File: src/rtl/mdiv_pkg.sv
package mdiv_pkg;
    typedef enum logic [1:0] {
        UPD_IDLE = 2'd0,
        UPD_WAIT = 2'd1,
        UPD_DONE = 2'd2
    } upd_state_e;
endpackage

File: src/rtl/mdiv_src_mux.sv
module mdiv_src_mux #(
    parameter int N_SRC = 4,
    parameter int SEL_W = 2
) (
    input  logic [N_SRC-1:0] src_en,
    input  logic [SEL_W-1:0] src_sel,
    output logic             tick
);
    logic [N_SRC-1:0] hit;

    for (genvar g = 0; g < N_SRC; g++) begin : g_hit
        assign hit[g] = src_en[g] && (src_sel == SEL_W'(g));
    end

    assign tick = |hit;
endmodule

File: src/rtl/mdiv_phase_acc.sv
module mdiv_phase_acc #(
    parameter int DIV_W  = 12,
    parameter int FRAC_W = 8
) (
    input  logic              clk,
    input  logic              rst_n,
    input  logic              run,
    input  logic              tick,
    input  logic              restart,
    input  logic [DIV_W-1:0]  act_div,
    input  logic [FRAC_W-1:0] act_frac,
    output logic [DIV_W-1:0]  acc_q,
    output logic              boundary,
    output logic              pulse_q
);
    localparam int SUM_W = DIV_W + 1;

    typedef struct packed {
        logic [DIV_W-1:0] acc;
        logic             pulse;
    } acc_t;

    acc_t s_d, s_q;
    logic [SUM_W-1:0] modulus;
    logic [SUM_W-1:0] step;
    logic [SUM_W-1:0] sum;

    always_comb begin
        modulus  = SUM_W'(act_div) + SUM_W'(1);
        step     = SUM_W'(act_frac) + SUM_W'(1);
        sum      = SUM_W'(s_q.acc) + step;
        boundary = run && tick && (sum >= modulus);
        s_d      = s_q;
        s_d.pulse = boundary;
        if (!run) begin
            s_d.acc = '0;
        end else if (boundary) begin
            s_d.acc = restart ? '0 : DIV_W'(sum - modulus);
        end else if (tick) begin
            s_d.acc = DIV_W'(sum);
        end
    end

    always_ff @(posedge clk or negedge rst_n) begin
        if (!rst_n) begin
            s_q <= '0;
        end else begin
            s_q <= s_d;
        end
    end

    assign acc_q   = s_q.acc;
    assign pulse_q = s_q.pulse;
endmodule

File: src/rtl/mdiv_ratio_ctl.sv
module mdiv_ratio_ctl
    import mdiv_pkg::*;
#(
    parameter int DIV_W  = 12,
    parameter int FRAC_W = 8
) (
    input  logic              clk,
    input  logic              rst_n,
    input  logic              wr_stb,
    input  logic [DIV_W-1:0]  div_in,
    input  logic [FRAC_W-1:0] frac_in,
    input  logic              run,
    input  logic              boundary,
    output logic [DIV_W-1:0]  act_div,
    output logic [FRAC_W-1:0] act_frac,
    output logic [DIV_W-1:0]  pend_div,
    output logic [FRAC_W-1:0] pend_frac,
    output logic              restart,
    output logic              busy
);
    typedef struct packed {
        upd_state_e        st;
        logic [DIV_W-1:0]  adiv;
        logic [FRAC_W-1:0] afrac;
        logic [DIV_W-1:0]  pdiv;
        logic [FRAC_W-1:0] pfrac;
    } ctl_t;

    ctl_t s_d, s_q;
    logic accept;
    logic apply;

    always_comb begin
        accept  = (s_q.st == UPD_IDLE) && wr_stb && (DIV_W'(frac_in) <= div_in);
        apply   = (s_q.st == UPD_WAIT) && (boundary || !run);
        s_d     = s_q;
        unique case (s_q.st)
            UPD_IDLE: if (accept) begin
                s_d.st    = UPD_WAIT;
                s_d.pdiv  = div_in;
                s_d.pfrac = frac_in;
            end
            UPD_WAIT: if (apply) begin
                s_d.st    = UPD_DONE;
                s_d.adiv  = s_q.pdiv;
                s_d.afrac = s_q.pfrac;
            end
            UPD_DONE: s_d.st = UPD_IDLE;
            default:  s_d.st = UPD_IDLE;
        endcase
    end

    always_ff @(posedge clk or negedge rst_n) begin
        if (!rst_n) begin
            s_q <= '{st: UPD_IDLE, adiv: '0, afrac: '0, pdiv: '0, pfrac: '0};
        end else begin
            s_q <= s_d;
        end
    end

    assign act_div   = s_q.adiv;
    assign act_frac  = s_q.afrac;
    assign pend_div  = s_q.pdiv;
    assign pend_frac = s_q.pfrac;
    assign restart   = apply;
    assign busy      = (s_q.st != UPD_IDLE);
endmodule

File: src/rtl/frac_mclk_div.sv
module frac_mclk_div #(
    parameter int  N_SRC  = 4,
    parameter int  DIV_W  = 12,
    parameter int  FRAC_W = 8,
    localparam int SEL_W  = (N_SRC > 1) ? $clog2(N_SRC) : 1
) (
    input  logic              clk,
    input  logic              rst_n,
    input  logic [N_SRC-1:0]  src_en,
    input  logic [SEL_W-1:0]  src_sel,
    input  logic [DIV_W-1:0]  div_val,
    input  logic [FRAC_W-1:0] frac_val,
    input  logic              ratio_wr,
    input  logic              out_en,
    input  logic              pad_in,
    output logic              mclk_out,
    output logic              upd_busy
);
    logic              tick;
    logic              boundary;
    logic              restart;
    logic              pulse_q;
    logic [DIV_W-1:0]  acc_q;
    logic [DIV_W-1:0]  act_div;
    logic [FRAC_W-1:0] act_frac;
    logic [DIV_W-1:0]  pend_div;
    logic [FRAC_W-1:0] pend_frac;

    mdiv_src_mux #(.N_SRC(N_SRC), .SEL_W(SEL_W)) u_mux (
        .src_en  (src_en),
        .src_sel (src_sel),
        .tick    (tick)
    );

    mdiv_phase_acc #(.DIV_W(DIV_W), .FRAC_W(FRAC_W)) u_acc (
        .clk      (clk),
        .rst_n    (rst_n),
        .run      (out_en),
        .tick     (tick),
        .restart  (restart),
        .act_div  (act_div),
        .act_frac (act_frac),
        .acc_q    (acc_q),
        .boundary (boundary),
        .pulse_q  (pulse_q)
    );

    mdiv_ratio_ctl #(.DIV_W(DIV_W), .FRAC_W(FRAC_W)) u_ctl (
        .clk       (clk),
        .rst_n     (rst_n),
        .wr_stb    (ratio_wr),
        .div_in    (div_val),
        .frac_in   (frac_val),
        .run       (out_en),
        .boundary  (boundary),
        .act_div   (act_div),
        .act_frac  (act_frac),
        .pend_div  (pend_div),
        .pend_frac (pend_frac),
        .restart   (restart),
        .busy      (upd_busy)
    );

    assign mclk_out = out_en ? pulse_q : pad_in;
endmodule

File: config.mk
export PLATFORM = sky130hd
export DESIGN_NAME = frac_mclk_div
export DESIGN_NICKNAME = d
export VERILOG_FILES = /design/src/rtl/mdiv_pkg.sv /design/src/rtl/mdiv_src_mux.sv /design/src/rtl/mdiv_phase_acc.sv /design/src/rtl/mdiv_ratio_ctl.sv /design/src/rtl/frac_mclk_div.sv
export SDC_FILE = /design/constraint.sdc
export NUM_CORES = 1
export LEC_CHECK = 0
export BUFFER_PORTS_ARGS = -buffer_cell sky130_fd_sc_hd__buf_2
export CAP_MARGIN = 15
export CORE_MARGIN = 3
export CORE_UTILIZATION = 25
export DETAILED_ROUTE_END_ITERATION = 6
export PLACE_DENSITY = 0.42
export SETUP_SLACK_MARGIN = 0.02
export SYNTH_ARGS = -nofsm -noshare
export SYNTH_HDL_FRONTEND = slang
export SYNTH_SLANG_ARGS = --single-unit
File: constraint.sdc
create_clock -name clk -period 4.4 [get_ports clk]
set_clock_uncertainty 0.15 [all_clocks]
set_input_delay 0.44 -clock clk [delete_from_list [all_inputs] [get_ports clk]]
set_output_delay 0.44 -clock clk [all_outputs]
set_load 0.005 [all_outputs]
==> flow_results.org <==
** Synth
- Largest cells by area after synthesis :: sky130_fd_sc_hd__dfrtp_1 (37%), sky130_fd_sc_hd__ha_1 (10%), sky130_fd_sc_hd__mux2_4 (7.7%)
- Post-synthesis simple-gate area fraction :: 12.53%
- Primary flip-flop cell chosen by synthesis mapping :: sky130_fd_sc_hd__dfrtp_1
- For this run, the number of Yosys warnings is 0.
- Mapped Cells :: 345
- In this run, synthesis produced a sequential element count of 55.
- In this run the cell area of the synthesized design comes to 3715 um^2.
- Cell taking the most area after synthesis :: sky130_fd_sc_hd__dfrtp_1
- Synth Area in Adders :: 11.18%
- Count of distinct cell types in the synthesized netlist :: 56
- After synthesis, the share of cell area in mux cells is 15.22%.
- The average instance in the mapped netlist occupies 10.77 um^2.
- The number of nets handed over by synthesis was 408.
- Largest family of logic cells by synthesized area :: multiplexers
- Summing the areas of all xor and xnor instances in the mapped netlist gives 6.366% of the synthesized area.
- Area share of the largest cell type after synthesis :: 37.05%
- Portion of the post-synthesis area used by sequential elements :: 37.05%
- Compound-gate portion of the synthesized area :: 14.42%
- Synth async-reset ratio :: 100.0%
- The synthesized design contains 0 enable-type register cells.

** GRT
- Pin count of the biggest net entering global routing :: 56
- The via count of the first global-routing pass was 2,846.
- First-pass GRT wire length :: 14,740 um
- GRT overflow :: 0
- GRT Util Overall :: 11.40%
- Antenna violations before repair :: 0

** Worst hold path
- Class of the most critical hold timing path :: input pin to asynchronous set/reset pin

** CTS
- The tree is rooted in a sky130_fd_sc_hd__clkbuf_16.
- Hold repair after CTS inserted 0 buffers.
- Number of H-tree levels :: 2
- TritonCTS built the clock tree.
- At the later pin of the worst-skew pair, clock insertion delay measures 0.30 ns.
- Clock-pin slew of the registers on the worst-case setup and hold paths :: 0.08 ns
- CTS saw 55 sinks.
- Clock tree synthesis inserted a total of 5 buffers.
- No sink is reached through more buffers than the 2 on the longest clock path.

** Finish
- The finished cells cover 4340 um^2.
- The number of antenna diodes in the final layout is 0.
- The final layout contains 452 nets.
- Share of layout cells above drive strength 1 :: 21.03%
- Area growth syn-to-layout :: 16.84%
- Fill cells :: 1,525

** STA
- Transition at the pin with the smallest max-transition slack :: 0.7219 ns
- The final max-slew violation count came to 0.
- The count of endpoints failing hold in the final timing report was 0.
- Timing-limited maximum frequency :: 0.2455 GHz
- Final period demand of the worst path :: 4.073 ns
- Setup violations remaining at the end of the flow were counted as 0.
- TNS Setup :: 0 ns
- Dividing the final minimum period by the clock period gives 92.58%.
- Headroom to the max-slew limit came out at 51.88%.
- RSZ-0062 raised after global routing :: no

** Job
- Max-cap violations in this run came to 0.

** Die
- The die covers 16,360 um^2.
- In this run the count of I/O pins placed on the die edge is 33.
- Die Ht :: 127.9 um
- In this run the core area contains 43 standard-cell rows.
- Measured along the x axis, the die boundary spans 127.9 um.
- The initial utilization of the core area, before any placement, comes to 26.15%.
- In this run the standard cell core region covers 14,200 um^2.

** Setup path
- By startpoint and endpoint, the worst setup path is classified as flip-flop to flip-flop.
- CP Capture Type :: flip-flop
- The worst setup path is launched from a flip-flop.
- Depth of the worst register-to-register path :: 18
- Data on the critical path arrives at its endpoint at 4.11 ns.
- Critical path data required time :: 4.44 ns
- Critical path peak fanout :: 13

** Drt
- In the routed layout, each cell is associated on average with a via count of 4.823.
- The detailed router placed 2,749 vias in this run.
- Total detailed-routing wirelength :: 8918 um
- The count of nets left with antenna violations once routing finished came out at 0.
- After detailed routing, the average wire length per cell comes to 15.65 um.
- After detailed routing, the number of remaining DRC violations is 0.
- Count of routing violations after the opening detailed-route iteration :: 104
- Number of iterations in the first detailed-routing pass :: 4

** Placement
- Standard cell area after detailed placement :: 4158 um^2
- Final GP Congestion :: 0.7712
- Post-DP HPWL :: 7063 um
- Number of port buffers :: 32

** Outcome
- The flow ran to the end, and the final reports show no timing, DRC or antenna violations.
==> synth_stat cells (all sizes together) (2+ instances only) <==
master	number
mux2	41
nand2b	5
a31oi	4
o21ai	12
o211ai	6
and2	3
o31ai	3
xnor2	13
o21a	6
and3	5
a2111oi	3
nor3b	2
a22oi	2
a21o	8
a21oi	9
a221o	2
clkbuf	2
nand3	14
inv	18
nor2	23
nand2	15
o221ai	2
nor3	6
ha	30
fa	2
a211o	2
a32oi	3
buf	7
dfrtp	55
xor2	14
nor2b	8
nand4	6
==> cell type report <==
type | instances | area (um^2) | share of cell area [%]
Sequential cell | 55 | 1376 | 31.71
Multi-Input combinational cell | 263 | 2230 | 51.37
Clock buffer | 6 | 138.9 | 3.200
Timing Repair Buffer | 46 | 285.3 | 6.573
Tap cell | 180 | 225.2 | 5.189
Clock inverter | 2 | 17.52 | 0.4036
Inverter | 18 | 67.56 | 1.557
==> flip-flops by register name, summed over array words and instances, names as in the netlist <==
name and cells:
u_acc.acc_q 12, u_ctl.act_div 12, u_ctl.pend_div 12, u_ctl.act_frac 8, u_ctl.pend_frac 8, u_ctl.s_q 2
u_acc.pulse_q 1
==> cell families after synthesis <==
logic type,after synthesis
AOI/OAI and AO/OA,70
xor gates and xnor gates,27
adders and majority gates,32
buffers and inverters,27
DFF,55
muxes,43
and+or+nand+nor,91
==> per-stage QoR <==
| stage | utilization [%] | cells | setup WS [ns] | hold WS [ns] |
|---|---|---|---|---|
| after CTS | 30.37 | 568 | 0.02064 | 0.1667 |
| final | 30.56 | 570 | 0.3266 | 0.1219 |
| after global placement | 29.27 | 560 | 0.1040 | 0.3282 |
| after detailed placement | 29.27 | 560 | 0.007915 | 0.3365 |
| after floorplan | - | 345 | 0.5506 | -0.005591 |
| after global routing | 30.56 | 570 | 0.02471 | 0.1946 |
==> worst paths after layout <==
| kind | start | end | slack [ns] |
|---|---|---|---|
| worst max-delay path | u_ctl.act_frac[0] | u_ctl.act_frac[0] | 0.33 |
| worst max register to register | u_ctl.act_frac[0] | u_ctl.act_frac[0] | 0.33 |
| min in group clk | div_val[1] | u_ctl.pend_div[1] | 0.22 |
| worst min-delay path | rst_n | u_ctl.pend_frac[7] | 0.12 |
| max in group asynchronous | rst_n | u_acc.acc_q[1] | 3.50 |
| worst min register to register | u_ctl.pend_div[8] | u_ctl.pend_div[8] | 0.34 |
==> routing by layer <==
| layer | routed length, um | share of wire, % | global-route usage (%) | vias up |
|---|---|---|---|---|
| met5 | 0 | 0 | 0 | - |
| met4 | 109 | 1.2 | 2.684 | 0 |
| met3 | 279 | 3.1 | 2.042 | 7 |
| met2 | 4079 | 46 | 18.21 | 59 |
| met1 | 4450 | 50 | 16.06 | 1321 |
| li1 | - | - | - | 1362 |
==> repair_timing <==
| item | in CTS | in global routing |
|---|---|---|
| pin swaps | 1 | 2 |
| endpoints found under the hold margin | 0 | 0 |
| setup endpoints to repair | 12 | 25 |
| resized for setup | 0 | 3 |
| setup buffers | 0 | 2 |
==> placed cells by master, fill, tap and decap left out, types with 11 or more instances in the layout <==
| master | instances |
|---|---|
| sky130_fd_sc_hd__dfrtp_1 | 55 |
| sky130_fd_sc_hd__buf_2 | 32 |
| sky130_fd_sc_hd__ha_1 | 30 |
| sky130_fd_sc_hd__nor2_1 | 22 |
| sky130_fd_sc_hd__mux2_1 | 21 |
| sky130_fd_sc_hd__mux2_4 | 19 |
| sky130_fd_sc_hd__inv_1 | 18 |
| sky130_fd_sc_hd__nand2_1 | 15 |
| sky130_fd_sc_hd__nand3_1 | 14 |
| sky130_fd_sc_hd__xor2_1 | 14 |
| sky130_fd_sc_hd__xnor2_1 | 13 |
| sky130_fd_sc_hd__buf_4 | 11 |
==> worst max-delay path: stages (launching register included) <==
cell	delay, ns
sky130_fd_sc_hd__dfrtp_1	0.39
sky130_fd_sc_hd__inv_1	0.06
sky130_fd_sc_hd__ha_1	0.16
sky130_fd_sc_hd__inv_1	0.06
sky130_fd_sc_hd__fa_1	0.41
sky130_fd_sc_hd__a21oi_2	0.19
sky130_fd_sc_hd__o2bb2ai_1	0.12
sky130_fd_sc_hd__nor3_1	0.14
sky130_fd_sc_hd__nor2_1	0.05
sky130_fd_sc_hd__nor2_1	0.16
sky130_fd_sc_hd__xnor2_1	0.13
sky130_fd_sc_hd__ha_1	0.32
sky130_fd_sc_hd__nand2_1	0.11
sky130_fd_sc_hd__nor3_1	0.26
sky130_fd_sc_hd__a221o_1	0.26
sky130_fd_sc_hd__a21oi_4	0.06
sky130_fd_sc_hd__a211oi_4	0.40
sky130_fd_sc_hd__buf_12	0.21
sky130_fd_sc_hd__mux2_4	0.30
Power is not shown: default switching activity piles up to over one toggle a cycle in this logic, so the estimate is an artifact.
